`src/rtl/sio_ddr_pkg.sv`:
```
`timescale 1ns/1ps
package sio_ddr_pkg;

  // What the read-data port does during one output cycle
  typedef enum logic [1:0] {
    OUT_HIZ  = 2'd0,
    OUT_ZERO = 2'd1,
    OUT_DATA = 2'd2
  } out_kind_e;

  // Modes 01 and 10 ask for a driven-low idle cycle; 00 and 11 release it
  function automatic logic idle_drives_low(input logic [1:0] mode);
    return (mode == 2'b01) || (mode == 2'b10);
  endfunction

  // Output behaviour scheduled by one command edge
  function automatic out_kind_e slot_kind(input logic rd_n, input logic [1:0] mode);
    if (!rd_n)                  return OUT_DATA;
    else if (idle_drives_low(mode)) return OUT_ZERO;
    else                        return OUT_HIZ;
  endfunction

endpackage

```
`src/rtl/sio_wr_port.sv`:
```
`timescale 1ns/1ps
module sio_wr_port #(
  parameter int ADDR_W = 4,
  parameter int BEAT_W = 8
) (
  input  logic                clk,
  input  logic                rst_n,
  input  logic                wr_n,
  input  logic [ADDR_W-1:0]   wr_addr,
  input  logic [BEAT_W-1:0]   wr_data,
  output logic                commit_en,
  output logic [ADDR_W-1:0]   commit_addr,
  output logic [2*BEAT_W-1:0] commit_word
);
  logic              pend_q;
  logic [BEAT_W-1:0] beat0_q;

  // First beat and the request flag are taken on the rising edge
  always_ff @(posedge clk) begin
    if (!rst_n) begin
      pend_q  <= 1'b0;
      beat0_q <= '0;
    end else begin
      pend_q  <= !wr_n;
      beat0_q <= wr_data;
    end
  end

  // Second beat and address are live at the falling edge, where the array commits
  assign commit_en   = pend_q;
  assign commit_addr = wr_addr;
  assign commit_word = {wr_data, beat0_q};
endmodule

```
`src/rtl/sio_mem_array.sv`:
```
`timescale 1ns/1ps
module sio_mem_array #(
  parameter int ADDR_W = 4,
  parameter int WORD_W = 16,
  localparam int DEPTH = 1 << ADDR_W
) (
  input  logic              clk,
  input  logic              we,
  input  logic [ADDR_W-1:0] waddr,
  input  logic [WORD_W-1:0] wdata,
  input  logic [ADDR_W-1:0] raddr,
  output logic [WORD_W-1:0] rdata
);
  logic [WORD_W-1:0] cells [DEPTH];

  // Writes land on the falling edge, after the rising-edge read of the same cycle
  always_ff @(negedge clk) begin
    if (we) cells[waddr] <= wdata;
  end

  assign rdata = cells[raddr];
endmodule

```
`src/rtl/sio_rd_pipe.sv`:
```
`timescale 1ns/1ps
module sio_rd_pipe
  import sio_ddr_pkg::*;
#(
  parameter int BEAT_W = 8,
  parameter int RL     = 3,
  localparam int WORD_W = 2 * BEAT_W
) (
  input  logic              clk,
  input  logic              rst_n,
  input  logic              rd_n,
  input  logic [1:0]        mode,
  input  logic [WORD_W-1:0] rword,
  output logic [BEAT_W-1:0] rd_data,
  output logic              rd_oe,
  output out_kind_e         head_kind,
  output out_kind_e         tail_kind,
  output out_kind_e         out_kind
);
  out_kind_e         kind_q [RL];
  logic [WORD_W-1:0] word_q [RL];
  logic [WORD_W-1:0] out_word;

  always_ff @(posedge clk) begin
    if (!rst_n) begin
      for (int k = 0; k < RL; k++) begin
        kind_q[k] <= OUT_HIZ;
        word_q[k] <= '0;
      end
      out_kind <= OUT_HIZ;
      out_word <= '0;
    end else begin
      kind_q[0] <= slot_kind(rd_n, mode);
      word_q[0] <= rd_n ? '0 : rword;
      for (int k = 1; k < RL; k++) begin
        kind_q[k] <= kind_q[k-1];
        word_q[k] <= word_q[k-1];
      end
      out_kind <= kind_q[RL-1];
      out_word <= word_q[RL-1];
    end
  end

  assign head_kind = kind_q[0];
  assign tail_kind = kind_q[RL-1];
  assign rd_oe     = (out_kind != OUT_HIZ);
  // Beat 0 in the high phase, beat 1 in the low phase
  assign rd_data   = (out_kind == OUT_DATA)
                   ? (clk ? out_word[BEAT_W-1:0] : out_word[WORD_W-1:BEAT_W])
                   : '0;
endmodule

```
`src/rtl/sio_ddr_sram.sv`:
```
`timescale 1ns/1ps
module sio_ddr_sram
  import sio_ddr_pkg::*;
#(
  parameter int ADDR_W = 4,
  parameter int BEAT_W = 8,
  parameter int RD_LAT = 3
) (
  input  logic              clk,
  input  logic              rst_n,
  input  logic              rd_n,
  input  logic              wr_n,
  input  logic [ADDR_W-1:0] rd_addr,
  input  logic [ADDR_W-1:0] wr_addr,
  input  logic [BEAT_W-1:0] wr_data,
  input  logic [1:0]        term_mode,
  output logic [BEAT_W-1:0] rd_data,
  output logic              rd_oe
);
  localparam int WORD_W = 2 * BEAT_W;

  logic              wr_commit;
  logic [ADDR_W-1:0] commit_addr;
  logic [WORD_W-1:0] commit_word;
  logic [WORD_W-1:0] read_word;
  out_kind_e         head_kind;
  out_kind_e         tail_kind;
  out_kind_e         out_kind;

  sio_wr_port #(.ADDR_W(ADDR_W), .BEAT_W(BEAT_W)) u_wr (
    .clk(clk), .rst_n(rst_n), .wr_n(wr_n), .wr_addr(wr_addr), .wr_data(wr_data),
    .commit_en(wr_commit), .commit_addr(commit_addr), .commit_word(commit_word)
  );

  sio_mem_array #(.ADDR_W(ADDR_W), .WORD_W(WORD_W)) u_mem (
    .clk(clk), .we(wr_commit), .waddr(commit_addr), .wdata(commit_word),
    .raddr(rd_addr), .rdata(read_word)
  );

  sio_rd_pipe #(.BEAT_W(BEAT_W), .RL(RD_LAT)) u_rd (
    .clk(clk), .rst_n(rst_n), .rd_n(rd_n), .mode(term_mode), .rword(read_word),
    .rd_data(rd_data), .rd_oe(rd_oe),
    .head_kind(head_kind), .tail_kind(tail_kind), .out_kind(out_kind)
  );
endmodule

```
`config.mk`:
```
export PLATFORM = sky130hd
export DESIGN_NAME = sio_ddr_sram
export DESIGN_NICKNAME = d
export VERILOG_FILES = /design/src/rtl/sio_ddr_pkg.sv /design/src/rtl/sio_wr_port.sv /design/src/rtl/sio_mem_array.sv /design/src/rtl/sio_rd_pipe.sv /design/src/rtl/sio_ddr_sram.sv
export SDC_FILE = /design/constraint.sdc
export NUM_CORES = 1
export LEC_CHECK = 0
export ABC_AREA = 1
export CORE_MARGIN = 1.5
export CORE_UTILIZATION = 45
export CTS_BUF_LIST = sky130_fd_sc_hd__clkbuf_8
export DETAILED_ROUTE_END_ITERATION = 12
export SLEW_MARGIN = 20
export SYNTH_ARGS = -nofsm -noshare
export SYNTH_HDL_FRONTEND = slang
export SYNTH_HIERARCHICAL = 1
export SYNTH_SLANG_ARGS = --single-unit
```
`constraint.sdc`:
```
create_clock -name clk -period 3.7 [get_ports clk]
set_input_delay 0.37 -clock clk [delete_from_list [all_inputs] [get_ports clk]]
set_output_delay 0.37 -clock clk [all_outputs]
set_load 0.1 [all_outputs]
```
==> results of run 1 <==
==> metal layers <==
metal | global-route usage [%] | vias to the layer above | share of wire [%]
li1 | - | 4905 | -
met1 | 26.1 | 4542 | 42
met2 | 33.9 | 294 | 48
met3 | 6.04 | 76 | 6.3
met4 | 13.2 | 0 | 3.3
met5 | 0.481 | - | 0
==> placed cells by master (no fill, tap or decap) <==
cell type,count
inv_1,558
nand2_1,423
edfxtp_1,256
nand3_1,193
dfxtp_1,81
clkbuf_8,66
buf_4,33
nor2_2,27
buf_12,20
clkdlybuf4s50_1,19
buf_2,10
clkinv_2,9
nor2_1,9
clkinvlp_2,8
a21oi_2,8
bufinv_16,3
clkinv_1,3
inv_2,3
nand3b_1,2
clkinvlp_4,1
clkinv_8,1
inv_4,1
inv_8,1
clkinv_4,1
or2_2,1
nor2_4,1
==> metrics by stage <==
stage	cell area, um^2	instances	util [%]	worst slack [ns]	total power, mW
after detailed placement	14600	1756	49.3	-0.0387	5.08
after floorplan	13700	1356	-	0.0522	4.95
after global placement	14600	1756	49.3	-0.0172	5.08
final	16800	2128	56.5	0.154	9.11
after CTS	16800	2128	56.5	0.0108	9.27
after global routing	16800	2128	56.5	0.0395	9.69
==> final cells by class <==
type | count | area, um^2
flip-flops and latches | 337 | 9310
multi-input cells | 664 | 2860
clock inverters | 308 | 1290
well taps | 390 | 488
inverters | 281 | 1060
fillers | 2623 | 12900
repair buffers | 74 | 848
clock buffers | 74 | 948
==> where the power goes <==
part	switching [mW]	leakage (nW)	internal [mW]	total (mW)
registers	0.0130	3.15	4.13	4.14
logic	0.312	3.33	0.131	0.444
clock network	2.27	2.12	2.25	4.52
total	2.59	8.60	6.51	9.11
==> how the worst max path moves through the flow <==
stage,startpoint,cells past startpoint,to
6_report,clk,8,rd_data[1]
5_1_grt,clk,8,rd_data[4]
4_1_cts,clk,8,rd_data[6]
3_5_place_dp,wr_addr[3],4,u_mem/cells[6][11]
3_3_place_gp,wr_addr[2],4,u_mem/cells[8][15]
2_1_floorplan,wr_addr[2],3,u_mem/cells[10][0]
==> worst max-delay path: stages <==
cell	delay, ns
clkbuf_8	0.11
clkbuf_8	0.15
clkbuf_8	0.22
clkbuf_8	0.18
inv_1	0.05
nand2_1	0.06
a21oi_2	0.11
buf_2	0.44
==> sequential cells by signal (all words and copies together) (netlist names) <==
| register | cells |
|---|---|
| u_mem/cells | 256 |
| u_rd/kind_q | 6 |
| u_rd/out_kind | 2 |
| u_rd/out_word | 16 |
| u_rd/word_q | 48 |
| u_wr/beat0_q | 8 |
| u_wr/commit_en | 1 |
==> repair_timing <==
action	4_1_cts	5_1_grt
setup endpoints to repair	8	2
buffers inserted	0	0
gates resized for setup	38	2
endpoints found under the hold margin	0	0
==> impl_metrics.json, run 1 <==
{
  "regToRegSetupSlack_ns": 0.51,
  "worstHoldPathCells": 2,
  "syn-instance-count": 1356,
  "regToRegStartpoint": "u_wr/commit_en",
  "critical_path_arrival_ns": 3.18,
  "antenna_cells": 0,
  "global_route_wire_length_before_repair_mm": 50.5,
  "reg2reg_end": "u_mem/cells[6][11]",
  "timing.final.max_slew_violations": 0,
  "timing.critical_path.required_ns": 3.33,
  "hold-path-endpoint": "u_wr/commit_en",
  "num_io_pins": 31,
  "critPathMaxFanout": 16,
  "gp_routability_congestion": 0.814,
  "dpl.hpwl_mm": 19.4,
  "whs_ns": 0.222,
  "unrepaired_setup_endpoints_after_global_routing": "no",
  "postSynthAreaPerCell_um2": 10.1,
  "global_route.overflow_total": 0,
  "yosysWarningCount": 6,
  "critical_path_class": "clock port to output port",
  "dieArea_um2": 31300,
  "status": "completed",
  "hold_path.class": "input port to flop",
  "track_usage_pct": 21.5,
  "clk_pin_slew_worst_paths_ns": 0.06,
  "placement_rows": 63,
  "via_count_of_the_first_global_routing_pass": 10300,
  "maxSlewHeadroom_pct": 35.9,
  "cap_viol_max_count": 0,
  "hp-start": "wr_n",
  "detailroute.via_count": 9817,
  "timing_worst_slew_pin_value_ns": 0.959,
  "worst_skew_pair.late_latency_ns": 0.74,
  "syn2layout_area_growth_pct": 23.2,
  "initial_utilization_pct": 45.9,
  "final.setup_skew_ns": 0.0539,
  "drc": 0,
  "final_net_count": 1714,
  "leakage_nw": 8.60,
  "routed_wl_per_cell_um": 15.1,
  "routed_wl_mm": 32.1,
  "vdd.ir_drop.worst_mv": 0.301,
  "post_synth_instance_area_um2": 13600,
  "core_um2": 29700,
  "setup_viol_count_final": 0,
  "worstSetupEndpointType": "output port",
  "holdBufCountCts": 0,
  "power_density_nw_per_um2": 542,
  "die_width_um": 177,
  "initial_antenna_violation_count": 0,
  "r2r_cells": 3,
  "tritoncts_clock_tree": "yes",
  "pin_count_of_the_biggest_net_entering_global_routing": 129,
  "finalHoldViolCount": 0,
  "drt-pass1-iter-count": 5,
  "drt_first_iter_violations": 719,
  "die_h_um": 177,
  "setup.worst_path.start_class": "clock port",
  "synthesized_netlist_net_count": 1378,
  "port_buffers": 30,
  "antenna_violating_nets_post_route": 0,
  "setup-tns-final_ns": 0,
  "post_drt_via_cell_ratio": 4.61,
  "layout_cells_sized_above_1_pct": 11.2
}
Power figures use the tool's default switching activity.
==> inputs of run 2 (changes only) <==
Settings changed: CTS_BUF_LIST sky130_fd_sc_hd__clkbuf_8 to sky130_fd_sc_hd__clkbuf_4.
==> impl_metrics.json, run 2 (same netlist as run 1, synthesis figures left out) <==
{
  "critical-path-top-cell-by-count": "clkbuf_4",
  "die_h_um": 177,
  "regMostFlops": "u_mem/cells",
  "hp-start": "wr_n",
  "finalPower_mw": 8.92,
  "routed_wl_per_cell_um": 14.6,
  "tritoncts_clock_tree": "yes",
  "setup_viol_count_final": 0,
  "finalHoldViolCount": 0,
  "die_width_um": 177,
  "vdd.ir_drop.worst_mv": 0.326,
  "pin_count_of_the_biggest_net_entering_global_routing": 129,
  "port_buffers": 30,
  "detailroute.via_count": 10000,
  "mostFrequentLayoutCells": "574 x inv_1, 423 x nand2_1, 256 x edfxtp_1, 193 x nand3_1, 107 x clkbuf_4",
  "timing.final.max_slew_violations": 0,
  "flip_flop_count_of_the_largest_register_all_copies_and_words_added": 256,
  "syn2layout_area_growth_pct": 23.1,
  "routed_wl_mm": 32.1,
  "global_route_wire_length_before_repair_mm": 50.6,
  "placement_rows": 63,
  "dpl_worst_slack_ns": -0.0387,
  "critPathLaunch": "clk",
  "dieArea_um2": 31300,
  "leakage_nw": 8.70,
  "hold_path.class": "input port to flop",
  "initial_utilization_pct": 45.9,
  "post-route-worst-setup-slack_ns": 0.0952,
  "critical_path_arrival_ns": 3.23,
  "status": "completed",
  "placed_cell_area_um2": 14600,
  "mostFrequentLayoutCell": "inv_1",
  "num_io_pins": 31,
  "worstSetupEndpointType": "output port",
  "crit_slowest_cell": "buf_2",
  "gp_routability_congestion": 0.814,
  "registers_with_the_highest_flip_flop_counts": "u_mem/cells (256), u_rd/word_q (48), u_rd/out_word (16)",
  "layout_cells_sized_above_1_pct": 12.9,
  "drc": 0,
  "post_drt_via_cell_ratio": 4.57,
  "drt-pass1-iter-count": 5,
  "initial_antenna_violation_count": 1,
  "regToRegStartpoint": "u_wr/commit_en",
  "core_um2": 29700,
  "layout.cell_area.non_filler_um2": 16800,
  "timing.critical_path.required_ns": 3.33,
  "final.setup_skew_ns": 0.0523,
  "regToRegSetupSlack_ns": 0.48,
  "final_net_count": 1750,
  "setup.worst_path.start_class": "clock port",
  "track_usage_pct": 21.7,
  "global_route.overflow_total": 0,
  "power_density_nw_per_um2": 531,
  "dpl.hpwl_mm": 19.4,
  "clk_pin_slew_worst_paths_ns": 0.07,
  "maxSlewHeadroom_pct": 35.9,
  "worst_skew_pair.late_latency_ns": 0.81,
  "antenna_violating_nets_post_route": 0,
  "via_count_of_the_first_global_routing_pass": 10600,
  "n_fill_cell": 2630,
  "timing_worst_slew_pin_value_ns": 0.959,
  "crit_path_max_incr_delay_ns": 0.44,
  "drt_first_iter_violations": 822,
  "unrepaired_setup_endpoints_after_global_routing": "no",
  "worstPathCellList": "clkbuf_4, clkbuf_4, clkbuf_4, clkbuf_4, inv_1, nand2_1, a21oi_2, buf_2",
  "critPathMaxFanout": 15,
  "number_of_buffers_added_for_setup_after_cts": 0,
  "critical_path_class": "clock port to output port",
  "cap_viol_max_count": 0
}
run 2: through the flow:
stage                     utilization, %  hold WS, ns  std cells  setup TNS, ns
final                               56.5       0.0942       2193              0
after global routing                56.5       0.0531       2193              0
after CTS                           56.4       0.0343       2191              0
after detailed placement            49.3        0.395       1756         -0.829
after global placement              49.3        0.392       1756         -0.273
after floorplan                        -        0.390       1356              0
run 2: worst max-delay path: cells and delay by family:
family,cells,cell delay [ns]
AO/OA/AOI/OAI,1,0.10
AND/OR/NAND/NOR,1,0.05
buffers and inverters,6,1.23
run 2: timing repair:
item / in CTS / in global routing
hold buffers: 0 / 0
setup endpoints to repair: 8 / 5
resized for setup: 42 / 5
run 2: layer usage:
layer / routed length, um / vias up / GRT usage (%)
met4: 819 / 0 / 13.7
met3: 2150 / 59 / 6.40
met5: 0 / - / 0
met2: 15700 / 333 / 34.3
met1: 13400 / 4607 / 25.8
li1: - / 5032 / -
run 2: layout make-up:
| cell class | instances | area (um^2) | share of cell area, % |
|---|---|---|---|
| Timing Repair Buffer | 74 | 848 | 5.06 |
| Inverter | 281 | 1060 | 6.29 |
| Multi-Input combinational cell | 664 | 2860 | 17.0 |
| Clock buffer | 110 | 823 | 4.91 |
| Antenna cell | 2 | 5.00 | 0.0298 |
| Clock inverter | 335 | 1390 | 8.30 |
| Sequential cell | 337 | 9310 | 55.5 |
| Tap cell | 390 | 488 | 2.91 |
run 2: final timing paths:
kind / to / cells past startpoint
setup / recovery: rd_data[6] / 8
setup reg to reg: u_mem/cells[6][0] / 3
hold reg to reg: u_rd/word_q[1][5] / 2
hold / removal: u_wr/commit_en / 2
run 2: power by group:
group          internal (mW)  leakage [nW]  switching (mW)  total, mW
Combinational          0.131          3.33           0.312      0.444
Clock                   2.01          2.23            2.32       4.33
Sequential              4.13          3.15          0.0130       4.14
Total                   6.27          8.70            2.65       8.92
==> inputs of run 3 (changes only) <==
Settings changed: ABC_CLOCK_PERIOD_IN_PS set to 3700, SKIP_CTS_REPAIR_TIMING set to 1.
==> impl_metrics.json, run 3 (same netlist as run 1, synthesis figures left out) <==
{
  "status": "completed",
  "drt-pass1-iter-count": 5,
  "antenna_violating_nets_post_route": 0,
  "finalHoldViolCount": 0,
  "critical_path_class": "clock port to output port",
  "finalPower_mw": 8.92,
  "placement_rows": 63,
  "core_um2": 29700,
  "worst_skew_pair.late_latency_ns": 0.81,
  "cp_top_family": "buffers and inverters",
  "post_drt_via_cell_ratio": 4.56,
  "unrepaired_setup_endpoints_after_global_routing": "no",
  "mostFrequentLayoutCells": "574 x inv_1, 423 x nand2_1, 256 x edfxtp_1, 193 x nand3_1, 109 x clkbuf_4",
  "critical_path_cell_count": 8,
  "r2r_cells": 3,
  "placed_cell_area_um2": 14600,
  "port_buffers": 30,
  "num_io_pins": 31,
  "final.setup_skew_ns": 0.0535,
  "mostFrequentLayoutCell": "inv_1",
  "regMostFlops": "u_mem/cells",
  "drc": 0,
  "gp_routability_congestion": 0.814,
  "internal_power_mw": 6.27,
  "power.switching_mw": 2.65,
  "timing.critical_path.required_ns": 3.33,
  "setup_viol_count_final": 0,
  "worstHoldPathCells": 2,
  "power_density_nw_per_um2": 531,
  "hold_path.class": "input port to flop",
  "die_width_um": 177,
  "cap_viol_max_count": 0,
  "timing.final.max_slew_violations": 0,
  "layout.cell_area.non_filler_um2": 16800,
  "maxSlewHeadroom_pct": 35.9,
  "final_net_count": 1750,
  "setup.worst_path.start_class": "clock port",
  "flip_flop_count_of_the_largest_register_all_copies_and_words_added": 256,
  "dpl.hpwl_mm": 19.4,
  "crit_slowest_cell": "buf_2",
  "initial_utilization_pct": 45.9,
  "detailroute.via_count": 9997,
  "via_count_of_the_first_global_routing_pass": 10600,
  "pin_count_of_the_biggest_net_entering_global_routing": 129,
  "global_route_wire_length_before_repair_mm": 50.5,
  "initial_antenna_violation_count": 1,
  "seqPwrFrac_pct": 46.4,
  "fin_cells": 2193,
  "critical-path-top-cell-by-count": "clkbuf_4",
  "tritoncts_clock_tree": "yes",
  "syn2layout_area_growth_pct": 23.1,
  "vdd.ir_drop.worst_mv": 0.326,
  "layout_cells_sized_above_1_pct": 12.9,
  "crit_path_max_incr_delay_ns": 0.44,
  "swShare_pct": 29.7,
  "routed_wl_mm": 32.2,
  "routed_wl_per_cell_um": 14.7,
  "dieArea_um2": 31300,
  "die_h_um": 177,
  "registers_with_the_highest_flip_flop_counts": "u_mem/cells (256), u_rd/word_q (48), u_rd/out_word (16)",
  "critical_path_arrival_ns": 3.24,
  "timing_worst_slew_pin_value_ns": 0.959,
  "combinational_share_of_power_pct": 5.0,
  "worst_path_buf_inv": 6,
  "drt_first_iter_violations": 778,
  "critPathMaxFanout": 15,
  "worstPathCellList": "clkbuf_4, clkbuf_4, clkbuf_4, clkbuf_4, inv_1, nand2_1, a21oi_2, buf_2",
  "placedCellCount": 1756,
  "worstSetupEndpointType": "output port",
  "clkPwrFrac_pct": 48.6,
  "global_route.overflow_total": 0,
  "leakage_nw": 8.70,
  "clk_pin_slew_worst_paths_ns": 0.07,
  "track_usage_pct": 21.6
}
==> run 3: cell count changes in the layout (fill, tap and decap cells not counted), sizes merged <==
cell    before  now
clkbuf     107  109
buf         58   56
==> run 3: layout make-up <==
cell class              count  area, um^2
repair buffers             74         848
inverters                 281        1060
clock inverters           335        1390
flip-flops and latches    337        9310
diodes                      2        5.00
well taps                 390         488
clock buffers             110         823
fillers                  2630       12900
multi-input cells         664        2860
==> run 3: path summary, 6_finish.rpt <==
path                                    startpoint           endpoint  slack [ns]
worst min-delay path                          wr_n     u_wr/commit_en        0.09
worst max-delay path                           clk         rd_data[6]        0.09
worst min register to register  u_rd/word_q[2][11]  u_rd/out_word[11]        0.40
worst max register to register      u_wr/commit_en  u_mem/cells[6][0]        0.47
==> run 3: power groups by stage <==
stage	registers, mW	logic [mW]	clock network (mW)
2_1_floorplan	4.20	0.270	0.476
3_3_place_gp	4.20	0.442	0.436
3_5_place_dp	4.20	0.446	0.436
4_1_cts	4.14	0.447	4.50
5_1_grt	4.14	0.492	4.89
6_report	4.14	0.444	4.33
==> run 3: routing by layer <==
| metal | wire length [um] | up-vias | global-route usage [%] |
|---|---|---|---|
| met5 | 0 | - | 0 |
| met4 | 807 | 0 | 13.7 |
| met3 | 2170 | 56 | 6.34 |
| met2 | 15700 | 333 | 34.3 |
| met1 | 13400 | 4578 | 25.9 |
| li1 | - | 5030 | - |
==> run 3: worst reg2reg max path: stages, from the launching register on <==
cell and delay [ns]:
dfxtp_1 0.40, nand3b_1 0.22, nor2_2 0.26, buf_4 0.19
==> run 3: through the flow <==
| step | TNS, ns | hold WS (ns) | util (%) | setup WS (ns) |
|---|---|---|---|---|
| after floorplan | 0 | 0.390 | - | 0.0522 |
| after global placement | -0.273 | 0.392 | 49.3 | -0.0172 |
| after detailed placement | -0.829 | 0.395 | 49.3 | -0.0387 |
| after CTS | -5.60 | 0.0343 | 56.5 | -0.730 |
| after global routing | 0 | 0.0531 | 56.5 | 0.00933 |
| final | 0 | 0.0941 | 56.5 | 0.0937 |
